$ cat config.mk
export PLATFORM = sky130hd
export DESIGN_NAME = flash_cmd_decoder
export DESIGN_NICKNAME = d
export VERILOG_FILES = /design/src/rtl/flash_cmd_pkg.sv /design/src/rtl/flash_cmd_table.sv /design/src/rtl/flash_cmd_datapath.sv /design/src/rtl/flash_cmd_ctrl.sv /design/src/rtl/flash_cmd_decoder.sv
export SDC_FILE = /design/constraint.sdc
export NUM_CORES = 1
export LEC_CHECK = 0
export ABC_CLOCK_PERIOD_IN_PS = 2600
export BUFFER_PORTS_ARGS = -buffer_cell sky130_fd_sc_hd__buf_2
export CORE_MARGIN = 4
export CORE_UTILIZATION = 55
export DETAILED_ROUTE_END_ITERATION = 7
export PLACE_DENSITY = 0.75
export SLEW_MARGIN = 20
export SYNTH_ARGS = -nofsm -noshare
export SYNTH_HDL_FRONTEND = slang
export SYNTH_SLANG_ARGS = --single-unit
$ cat constraint.sdc
create_clock -name clk -period 2.6 [get_ports clk]
set_input_delay 0.26 -clock clk [delete_from_list [all_inputs] [get_ports clk]]
set_output_delay 0.26 -clock clk [all_outputs]
set_load 0.02 [all_outputs]
$ cat src/rtl/flash_cmd_pkg.sv
package flash_cmd_pkg;

  typedef enum logic [2:0] {
    PH_IDLE   = 3'd0,
    PH_OPCODE = 3'd1,
    PH_ADDR   = 3'd2,
    PH_DUMMY  = 3'd3,
    PH_DATA   = 3'd4
  } phase_e;

  typedef enum logic [1:0] {
    AM_NONE     = 2'd0,
    AM_SWITCHED = 2'd1,
    AM_THREE    = 2'd2,
    AM_FOUR     = 2'd3
  } addr_mode_e;

  localparam logic [1:0] LANE_CODE_BAD = 2'd3;

  typedef struct packed {
    logic latchCmd;
    logic shiftAddr;
    logic tickDummy;
  } strobe_t;

endpackage

$ cat src/rtl/flash_cmd_table.sv
module flash_cmd_table
  import flash_cmd_pkg::*;
#(
  parameter int DEPTH   = 16,
  parameter int DUMMY_W = 5
) (
  input  logic               clk,
  input  logic               rstN,
  input  logic               progEn,
  input  logic [7:0]         progOpcode,
  input  logic [1:0]         progAddrMode,
  input  logic               progWrite,
  input  logic [1:0]         progLanes,
  input  logic [DUMMY_W-1:0] progDummy,
  output logic               progErr,
  input  logic [7:0]         lkOpcode,
  output logic [DEPTH-1:0]   hitVec,
  output logic               lkHit,
  output logic [1:0]         lkMode,
  output logic               lkWrite,
  output logic [1:0]         lkLanes,
  output logic [DUMMY_W-1:0] lkDummy
);

  localparam int IDX_W = (DEPTH > 1) ? $clog2(DEPTH) : 1;

  logic [DEPTH-1:0]   entValid;
  logic [7:0]         entOp    [DEPTH];
  logic [1:0]         entMode  [DEPTH];
  logic               entWrite [DEPTH];
  logic [1:0]         entLanes [DEPTH];
  logic [DUMMY_W-1:0] entDummy [DEPTH];

  logic             dupHit;
  logic             freeFound;
  logic [IDX_W-1:0] freeIdx;
  logic             reject;

  // Duplicate detection and first free slot, both in parallel over the table.
  always_comb begin
    dupHit    = 1'b0;
    freeFound = 1'b0;
    freeIdx   = '0;
    for (int i = 0; i < DEPTH; i++) begin
      if (entValid[i] && entOp[i] == progOpcode) dupHit = 1'b1;
      if (!entValid[i] && !freeFound) begin
        freeFound = 1'b1;
        freeIdx   = IDX_W'(i);
      end
    end
  end

  assign reject = dupHit || !freeFound || (progLanes == LANE_CODE_BAD);

  always_ff @(posedge clk or negedge rstN) begin
    if (!rstN) begin
      progErr  <= 1'b0;
      entValid <= '0;
      for (int i = 0; i < DEPTH; i++) begin
        entOp[i]    <= '0;
        entMode[i]  <= '0;
        entWrite[i] <= 1'b0;
        entLanes[i] <= '0;
        entDummy[i] <= '0;
      end
    end else begin
      progErr <= progEn && reject;
      if (progEn && !reject) begin
        entValid[freeIdx] <= 1'b1;
        entOp[freeIdx]    <= progOpcode;
        entMode[freeIdx]  <= progAddrMode;
        entWrite[freeIdx] <= progWrite;
        entLanes[freeIdx] <= progLanes;
        entDummy[freeIdx] <= progDummy;
      end
    end
  end

  // Parallel compare lines
  for (genvar g = 0; g < DEPTH; g++) begin : g_cmp
    assign hitVec[g] = entValid[g] && (entOp[g] == lkOpcode);
  end

  assign lkHit = |hitVec;

  // At most one line matches, so OR-merging the selected fields is exact.
  always_comb begin
    lkMode  = '0;
    lkWrite = 1'b0;
    lkLanes = '0;
    lkDummy = '0;
    for (int i = 0; i < DEPTH; i++) begin
      if (hitVec[i]) begin
        lkMode  = lkMode  | entMode[i];
        lkWrite = lkWrite | entWrite[i];
        lkLanes = lkLanes | entLanes[i];
        lkDummy = lkDummy | entDummy[i];
      end
    end
  end

endmodule

$ cat src/rtl/flash_cmd_datapath.sv
module flash_cmd_datapath
  import flash_cmd_pkg::*;
#(
  parameter int DUMMY_W = 5
) (
  input  logic               clk,
  input  logic               rstN,
  input  strobe_t            strobe,
  input  logic [7:0]         byteData,
  input  logic               addr4bEn,
  input  logic               lkHit,
  input  logic [1:0]         lkMode,
  input  logic               lkWrite,
  input  logic [1:0]         lkLanes,
  input  logic [DUMMY_W-1:0] lkDummy,
  output logic               nextHasAddr,
  output logic               nextDummyZero,
  output logic               addrLast,
  output logic               dummyZero,
  output logic               dummyLast,
  output logic [31:0]        addrOut,
  output logic [2:0]         dataLanes,
  output logic               isWrite
);

  localparam int MAX_ADDR_BYTES = 4;
  localparam int CNT_W          = $clog2(MAX_ADDR_BYTES + 1);

  logic [CNT_W-1:0]   nextAddrBytes;
  logic               effWrite;
  logic [1:0]         effLanes;
  logic [DUMMY_W-1:0] effDummy;

  logic [31:0]        addrReg;
  logic [CNT_W-1:0]   addrLeft;
  logic [DUMMY_W-1:0] dummyCnt;
  logic               wrReg;
  logic [1:0]         laneReg;

  // Command attributes, with fixed fallbacks for a miss
  always_comb begin
    nextAddrBytes = '0;
    if (lkHit) begin
      unique case (addr_mode_e'(lkMode))
        AM_NONE:     nextAddrBytes = CNT_W'(0);
        AM_SWITCHED: nextAddrBytes = addr4bEn ? CNT_W'(4) : CNT_W'(3);
        AM_THREE:    nextAddrBytes = CNT_W'(3);
        AM_FOUR:     nextAddrBytes = CNT_W'(4);
        default:     nextAddrBytes = CNT_W'(0);
      endcase
    end
  end

  assign effWrite      = lkHit ? lkWrite : 1'b1;
  assign effLanes      = lkHit ? lkLanes : 2'd0;
  assign effDummy      = lkHit ? lkDummy : '0;
  assign nextHasAddr   = (nextAddrBytes != '0);
  assign nextDummyZero = (effDummy == '0);

  always_ff @(posedge clk or negedge rstN) begin
    if (!rstN) begin
      addrReg  <= '0;
      addrLeft <= '0;
      dummyCnt <= '0;
      wrReg    <= 1'b0;
      laneReg  <= '0;
    end else if (strobe.latchCmd) begin
      addrReg  <= '0;
      addrLeft <= nextAddrBytes;
      dummyCnt <= effDummy;
      wrReg    <= effWrite;
      laneReg  <= effLanes;
    end else begin
      if (strobe.shiftAddr) begin
        addrReg  <= {addrReg[23:0], byteData};
        addrLeft <= addrLeft - CNT_W'(1);
      end
      if (strobe.tickDummy) begin
        dummyCnt <= dummyCnt - DUMMY_W'(1);
      end
    end
  end

  assign addrLast  = (addrLeft == CNT_W'(1));
  assign dummyZero = (dummyCnt == '0);
  assign dummyLast = (dummyCnt == DUMMY_W'(1));
  assign addrOut   = addrReg;
  assign dataLanes = 3'b001 << laneReg;
  assign isWrite   = wrReg;

endmodule

$ cat src/rtl/flash_cmd_ctrl.sv
module flash_cmd_ctrl
  import flash_cmd_pkg::*;
(
  input  logic    clk,
  input  logic    rstN,
  input  logic    csN,
  input  logic    byteValid,
  input  logic    nextHasAddr,
  input  logic    nextDummyZero,
  input  logic    addrLast,
  input  logic    dummyZero,
  input  logic    dummyLast,
  output phase_e  phase,
  output strobe_t strobe
);

  phase_e phaseNext;

  always_comb begin
    phaseNext = phase;
    strobe    = '0;
    if (csN) begin
      phaseNext = PH_IDLE;
    end else begin
      unique case (phase)
        PH_IDLE: phaseNext = PH_OPCODE;
        PH_OPCODE: begin
          if (byteValid) begin
            strobe.latchCmd = 1'b1;
            if (nextHasAddr)        phaseNext = PH_ADDR;
            else if (!nextDummyZero) phaseNext = PH_DUMMY;
            else                     phaseNext = PH_DATA;
          end
        end
        PH_ADDR: begin
          if (byteValid) begin
            strobe.shiftAddr = 1'b1;
            if (addrLast) phaseNext = dummyZero ? PH_DATA : PH_DUMMY;
          end
        end
        PH_DUMMY: begin
          strobe.tickDummy = 1'b1;
          if (dummyLast) phaseNext = PH_DATA;
        end
        PH_DATA: phaseNext = PH_DATA;
        default: phaseNext = PH_IDLE;
      endcase
    end
  end

  always_ff @(posedge clk or negedge rstN) begin
    if (!rstN) phase <= PH_IDLE;
    else       phase <= phaseNext;
  end

endmodule

$ cat src/rtl/flash_cmd_decoder.sv
module flash_cmd_decoder
  import flash_cmd_pkg::*;
#(
  parameter int DEPTH   = 16,
  parameter int DUMMY_W = 5
) (
  input  logic               clk,
  input  logic               rstN,
  input  logic               progEn,
  input  logic [7:0]         progOpcode,
  input  logic [1:0]         progAddrMode,
  input  logic               progWrite,
  input  logic [1:0]         progLanes,
  input  logic [DUMMY_W-1:0] progDummy,
  output logic               progErr,
  input  logic               csN,
  input  logic               byteValid,
  input  logic [7:0]         byteData,
  input  logic               addr4bEn,
  output logic [2:0]         phase,
  output logic [31:0]        addrOut,
  output logic [2:0]         dataLanes,
  output logic               isWrite
);

  logic [DEPTH-1:0]   hitVec;
  logic               lkHit;
  logic [1:0]         lkMode;
  logic               lkWrite;
  logic [1:0]         lkLanes;
  logic [DUMMY_W-1:0] lkDummy;
  logic               nextHasAddr;
  logic               nextDummyZero;
  logic               addrLast;
  logic               dummyZero;
  logic               dummyLast;
  strobe_t            strobe;
  phase_e             phaseState;

  flash_cmd_table #(.DEPTH(DEPTH), .DUMMY_W(DUMMY_W)) u_table (
    .clk(clk), .rstN(rstN),
    .progEn(progEn), .progOpcode(progOpcode), .progAddrMode(progAddrMode),
    .progWrite(progWrite), .progLanes(progLanes), .progDummy(progDummy),
    .progErr(progErr), .lkOpcode(byteData), .hitVec(hitVec), .lkHit(lkHit),
    .lkMode(lkMode), .lkWrite(lkWrite), .lkLanes(lkLanes), .lkDummy(lkDummy)
  );

  flash_cmd_datapath #(.DUMMY_W(DUMMY_W)) u_dp (
    .clk(clk), .rstN(rstN), .strobe(strobe), .byteData(byteData),
    .addr4bEn(addr4bEn), .lkHit(lkHit), .lkMode(lkMode), .lkWrite(lkWrite),
    .lkLanes(lkLanes), .lkDummy(lkDummy), .nextHasAddr(nextHasAddr),
    .nextDummyZero(nextDummyZero), .addrLast(addrLast), .dummyZero(dummyZero),
    .dummyLast(dummyLast), .addrOut(addrOut), .dataLanes(dataLanes),
    .isWrite(isWrite)
  );

  flash_cmd_ctrl u_ctrl (
    .clk(clk), .rstN(rstN), .csN(csN), .byteValid(byteValid),
    .nextHasAddr(nextHasAddr), .nextDummyZero(nextDummyZero),
    .addrLast(addrLast), .dummyZero(dummyZero), .dummyLast(dummyLast),
    .phase(phaseState), .strobe(strobe)
  );

  assign phase = phaseState;

endmodule

==> results of run 1 <==
## cell usage after synthesis, drive strengths merged (2+ instances only)
cell type,n,area share
a21boi,3,0.0012
a21o,2,0.00081
a21oi,5,0.0014
a221oi,11,0.0052
a22o,62,0.029
a22oi,22,0.0090
a31o,2,0.00095
a32oi,3,0.0014
and2,11,0.0037
and3,30,0.010
and4,8,0.0038
buf,63,0.035
clkbuf,43,0.0088
dfrtp,351,0.48
ha,5,0.0034
inv,10,0.0020
mux2,289,0.19
nand2,27,0.0055
nand2b,10,0.0034
nand3,33,0.015
nand3b,2,0.00081
nand4,64,0.022
nor2,20,0.0041
nor2b,4,0.0014
nor3,46,0.013
nor3b,3,0.0018
nor4,36,0.012
o2111ai,2,0.0013
o21a,3,0.0012
o21ai,9,0.0024
o221ai,2,0.00095
or2,8,0.0027
or3,3,0.0013
or4,3,0.0012
xnor2,43,0.020
xor2,215,0.10
## cell usage in the layout, fill, tap and decap left out, types with 7 or more instances in the layout
cell and count:
nor2_1 18, o21ai_0 8, nor3_2 13, nor4_2 11, mux2_2 177, and3_4 7
buf_6 12, xor2_1 189, nand3_4 9, a22o_1 61, buf_2 70, nand4_1 64
a22oi_1 22, nand3_1 22, clkbuf_1 8, xor2_2 25, mux2_4 103, clkbuf_16 45
and2_1 11, inv_1 10, and3_1 22, nor3_1 28, dfrtp_1 344, buf_4 187
nor4_1 19, dfrtp_2 7, buf_12 55, xnor2_1 42, nand2_1 27, mux2_1 9
clkbuf_8 8, nand2b_1 10
## cells by family (layout without fill, tap and decap cells)
logic type	after synthesis	count (layout)	share of synthesized area
DFF	351	351	0.4763
and+or+nand+nor	308	308	0.1020
muxes	290	290	0.1898
xor gates and xnor gates	258	258	0.1225
AOI/OAI and AO/OA	134	134	0.05991
buffers and inverters	116	411	0.04600
adders and majority gates	5	5	0.003393
other	0	1	0
## stage by stage
step,setup TNS (ps),std cells,utilization
after floorplan,-5327,1462,-
after global placement,-53700,2095,0.6404
after detailed placement,-66490,2095,0.6404
after CTS,-1982,2166,0.6856
after global routing,-32280,2199,0.7147
final,-18530,2200,0.7148
## registers in the layout (all words and copies together), names as in the netlist
| name | count |
|---|---|
| u_table.entMode | 32 |
| u_dp.dummyCnt | 5 |
| u_table.entWrite | 16 |
| u_table.progErr | 1 |
| u_table.entOp | 128 |
| u_dp.addrLeft | 3 |
| u_table.entDummy | 80 |
| u_table.entLanes | 32 |
| u_ctrl.phase | 3 |
| u_dp.laneReg | 2 |
| u_table.entValid | 16 |
| u_dp.addrOut | 32 |
| u_dp.isWrite | 1 |
## metal layers
metal  track usage  vias to the layer above
li1              -                     5797
met1        0.4029                     7078
met2        0.4662                      771
met3       0.05898                      151
met4        0.1166                        0
met5             0                        -
## worst max-delay path, stage by stage (launching register included)
cell and delay, ps:
dfrtp_1 420, xor2_1 190, nor4_1 80, nand4_1 210, nand4_1 140, or3_4 400, nor3b_4 240, buf_6 140
and3_4 220, buf_12 180, mux2_2 360
## area by class of cell
cell class                 count  area, µm²  share of cell area
tap                          442      553.0             0.02360
sequential                   351       8792              0.3752
clock inverter                12      157.7            0.006728
timing repair buffer         334       3196              0.1364
inverter                      10      37.54            0.001602
multi-input combinational    995       9578              0.4087
antenna                        1      2.502           0.0001068
clock buffer                  55       1116             0.04763
## power groups by stage
stage	Combinational (mW)	Clock (mW)	Sequential [mW]
2_1_floorplan	5.33	0	8.13
3_3_place_gp	7.39	0	8.50
3_5_place_dp	7.61	0	8.57
4_1_cts	7.78	5.58	8.52
5_1_grt	9.36	5.83	8.76
6_report	8.86	5.54	8.65
## what timing repair did
item,4_1_cts,5_1_grt
gates cloned,0,8
endpoints found under the setup margin,291,310
pin swaps,13,24
gates resized for setup,36,107
hold buffers,1,0
hold endpoints to repair,66,0
buffers inserted,3,25
## how the worst max path moves through the flow
stage | slack (ps) | end | from
after floorplan | -90 | u_table.entDummy[54] | progOpcode[4]
after global placement | -390 | u_dp.addrLeft[0] | byteData[5]
after detailed placement | -460 | u_dp.addrLeft[0] | byteData[5]
after CTS | -80 | u_table.entLanes[21] | u_table.entOp[78]
after global routing | -180 | u_table.entLanes[31] | u_table.entValid[13]
final | -140 | u_table.entOp[112] | u_table.entOp[67]
==> results.toml, run 1 <==
[detailed_routing]
dr.max_layer_used = "met4"
drc_errors = 0
wl_mm = 57.20
dr.first_iter.drc_count = 1241
vias = 13800
vias_per_cell = 6.271
dr_wl_met2_mm = 26.84
ant_nets = 0
wl_met1_mm = 23.02
wire_per_inst_um = 26.00
dr_wl_met3_mm = 4.992
first_pass_iters = 8

[clocking]
cts_tree = "done"
cts-buffers-inserted = 38
cts.root.buffer_cell = "clkbuf_16"
htreeDepth = 2
cts_sinks = 351
clk_latency_ps = 540
clk_pin_slew_ps = 60
cts_buffer_depth = 3

[sta]
slew_viol_final = 0
timing.final.crit_period_ps = 2737
clock.fmax_mhz = 365.4
tightest_slew_ps = 659.3
hold_viol_final = 0
post-route-period-util = 1.053
rsz0062_at_grt = "yes"
setup_viol = 253
clock_skew_ps = 27.66
fin_ws_ps = -136.9
max_slew_margin = 0.5604
timing.hold.ws_ps = 43.49

[place]
place_area_um2 = 21000
pre_cts_ws_ps = -456.2
io_buffers = 71
routabilityCongestion = 0.9408
place_hpwl_mm = 37.95

[synthesis]
syn-num-nets = 1499
ys_async_sr_fraction = 1.000
synth_edf_count = 0
synthCells = 1462
yosys_register_bits = 351
synth.yosys.seq_area_share = 0.4763
ys.flop_type = "dfrtp_1"
syn_area_um2 = 18440
syn_area_per_cell_um2 = 12.61
yosysWarningCount = 0
yosysUniqueCellTypes = 59

[status]
status = "finished with violations"
violations = "negative setup slack"

[worst_hold_path]
min_to = "u_ctrl.phase[2]"
min_path_cells = 3
hold_class = "input port to flip-flop"
hold_start = "csN"

[grt]
antenna_found_initial = 1
overflow = 0
grt_pass1_vias = 14060
track_usage = 0.2947
grt_start_max_net_pins = 74
grt_pass1_wl_mm = 83.50

[die]
dieWidth_um = 191.1
rows = 66
fp.dieArea_um2 = 36520
core_um2 = 32780
io_pins = 72
start_util = 0.5625
die_h_um = 191.1

[critical_path]
crit_required_ps = 3010
ff2ff_path_depth = 10
r2r_end = "u_table.entOp[112]"
critPathCaptureType = "flip-flop"
ff2ff_setup_slack_ps = -140
reg2reg_from = "u_table.entOp[67]"
crit_arrival_ps = 3150
worstSetupPathType = "flip-flop to flip-flop"
start_kind = "flip-flop"
crit_fanout = 15

[power_and_ir_drop]
p_clk_frac = 0.240
powerDensity_nw_per_um2 = 983.7
p_leak_nw = 11.36
swShare = 0.3376
ir_drop_uv = 801.9
finalPower_mw = 23.05
p_seq_frac = 0.375
intPower_mw = 15.27
switchingPower_mw = 7.782
share_comb_of_total_power = 0.384

[cells_and_area]
drive_above_1_share = 0.4502
fin_area_um2 = 23430
area_delta_synth_final_pct = 27.07
layout.nets = 1767
nFillCells = 2079

[job]
cap_viol_max_count = 0
Note: power is estimated with default switching activity, not from simulation.
==> run 2: changes to the inputs <==
Settings changed: SETUP_SLACK_MARGIN set to 0.3.
==> run 2 against run 1 <==
Net effect: the flow still finishes with violations (negative setup slack); sequential power barely moved; register-to-register slack got worse by 190 ps; combinational power grew 17%; via count is 6.6% higher; flip-flop and latch count unchanged; global-route usage increased by 2.1 points; count of clock-buffer cells in the layout is 1 lower; critical path depth is the same; routed wire length grew 9.7%; hold slack improved by 11 ps; largest cell class unchanged.
==> results.toml, run 2 (synthesis results as in run 1) <==
[job]
cap_viol_max_count = 0

[place]
placed_cells = 2127
place_hpwl_mm = 37.21
routabilityCongestion = 0.9907
place_area_um2 = 21290
io_buffers = 71

[die]
io_pins = 72
die_h_um = 191.1
dieWidth_um = 191.1
core_um2 = 32780
rows = 66
start_util = 0.5625
fp.dieArea_um2 = 36520

[worst_hold_path]
hold_class = "input port to flip-flop"

[critical_path]
crit_top_cell = "nand4_1"
crit_fanout = 5
critPathCaptureType = "flip-flop"
start_kind = "flip-flop"
worstSetupEndpoint = "u_table.entWrite[11]"
ff2ff_path_depth = 10
ff2ff_setup_slack_ps = -320
reg2reg_from = "u_table.entOp[83]"
critPathLaunch = "u_table.entOp[83]"
r2r_end = "u_table.entWrite[11]"
worstPathCellList = "xor2_1, nor3_1, nand4_1, nand4_1, or3_4, nor3b_4, buf_6, and3_4, buf_8, mux2_4"
cp_slowest_cell = "dfrtp_1"
max_stage_delay_ps = 430
crit_family = "simple AND/OR/NAND/NOR gates"
critPathBufInv = 2
path_depth = 10
worstSetupPathType = "flip-flop to flip-flop"
crit_arrival_ps = 3320
crit_required_ps = 2990

[sta]
slew_viol_final = 0
clock.fmax_mhz = 342.2
rsz0062_at_grt = "yes"
setup_viol = 304
max_slew_margin = 0.5354
post-route-period-util = 1.124
hold_viol_final = 0
clock_skew_ps = 30.28
timing.final.crit_period_ps = 2922
timing.setup.tns_ps = -73060
fin_ws_ps = -322.0
tightest_slew_ps = 690.5

[detailed_routing]
ant_nets = 0
wire_per_inst_um = 27.93
dr.first_iter.drc_count = 1698
vias_per_cell = 6.548
vias = 14710
first_pass_iters = 6
drc_errors = 0
wl_mm = 62.77

[cells_and_area]
area_delta_synth_final_pct = 31.52
largest_reg_flops = 128
largest_register = "u_table.entOp"
drive_above_1_share = 0.4787
n_antenna_cell = 0
stdcell_count = 2247
fin_util = 0.7398
final_cell_mix = "dfrtp_1, buf_4, xor2_1"
mostFrequentLayoutCell = "dfrtp_1"
fin_area_um2 = 24250
top_regs = "u_table.entOp x128, u_table.entDummy x80"
layout.nets = 1817

[grt]
antenna_found_initial = 1
grt_pass1_vias = 14840
overflow = 0
track_usage = 0.3154
grt_pass1_wl_mm = 89.44
grt_start_max_net_pins = 107

[clocking]
cts.root.buffer_cell = "clkbuf_16"
clk_pin_slew_ps = 70
cts-buffers-inserted = 38
cts_sinks = 351
cts_tree = "done"
cts_buffer_depth = 3
clk_latency_ps = 530
htreeDepth = 2

[status]
status = "finished with violations"
violations = "negative setup slack"

[power_and_ir_drop]
intPower_mw = 16.27
switchingPower_mw = 8.444
p_seq_frac = 0.349
ir_drop_uv = 668.8
swShare = 0.3417
p_clk_frac = 0.232
p_leak_nw = 11.81
powerDensity_nw_per_um2 = 1019
share_comb_of_total_power = 0.419
[run 2: changes by cell type in the layout (fill, tap and decap cells not counted), moves of 21 or more]
cell,delta
mux2_4,+40
buf_4,+30
buf_6,+21
mux2_2,-36
[run 2: through the flow]
step / hold WS, ps / power, mW / worst slack, ps
after floorplan: -35.59 / 13.62 / -94.73
after global placement: 202.4 / 16.23 / -514.9
after detailed placement: 203.0 / 16.52 / -531.6
after CTS: 35.57 / 23.51 / -115.4
after global routing: 43.97 / 25.50 / -357.8
final: 54.40 / 24.71 / -322.0
[run 2: repair_timing]
| item | in CTS | in global routing |
|---|---|---|
| endpoints found under the hold margin | 47 | 0 |
| setup buffers | 29 | 16 |
| gates resized for setup | 131 | 101 |
| pin swaps | 28 | 30 |
| gates cloned | 5 | 4 |
| setup endpoints to repair | 318 | 318 |
| hold buffers | 1 | 0 |
[run 2: layout make-up]
type | count | area (µm²)
multi-input cells | 995 | 9940
flip-flops and latches | 351 | 8792
fillers | 1875 | 8532
repair buffers | 384 | 3637
clock buffers | 54 | 1102
well taps | 442 | 553.0
clock inverters | 11 | 190.2
inverters | 10 | 37.54
[run 2: worst min path at each step]
stage	start	to	cells past startpoint
global route	progEn	u_table.progErr	2
detailed placement	rstN	u_table.entValid[5]	1
global placement	rstN	u_table.entValid[5]	1
floorplan	rstN	u_ctrl.phase[0]	0
finish	progEn	u_table.progErr	2
CTS	progEn	u_table.progErr	2
[run 2: metal layers]
| layer | routed length [µm] | GRT usage | part of all wire |
|---|---|---|---|
| met1 | 23740 | 0.4204 | 0.38 |
| met2 | 28990 | 0.5126 | 0.46 |
| met3 | 6211 | 0.06264 | 0.099 |
| met4 | 3811 | 0.1227 | 0.061 |
| met5 | 12 | 0 | 0.00019 |
[run 2: worst register-to-register path, stage by stage, from the launching register on]
cell and delay (ps):
dfrtp_1 430, xor2_1 220, nor3_1 90, nand4_1 230
nand4_1 190, or3_4 410, nor3b_4 290, buf_6 160
and3_4 280, buf_8 170, mux2_4 320
[run 2: power groups by stage]
| stage | Sequential, mW | Clock (mW) | Combinational [mW] |
|---|---|---|---|
| final | 8.63 | 5.73 | 10.4 |
| after global placement | 8.39 | 0 | 7.84 |
| after CTS | 8.40 | 5.69 | 9.42 |
| after global routing | 8.72 | 5.94 | 10.8 |
| after floorplan | 8.14 | 0 | 5.48 |
| after detailed placement | 8.43 | 0 | 8.09 |
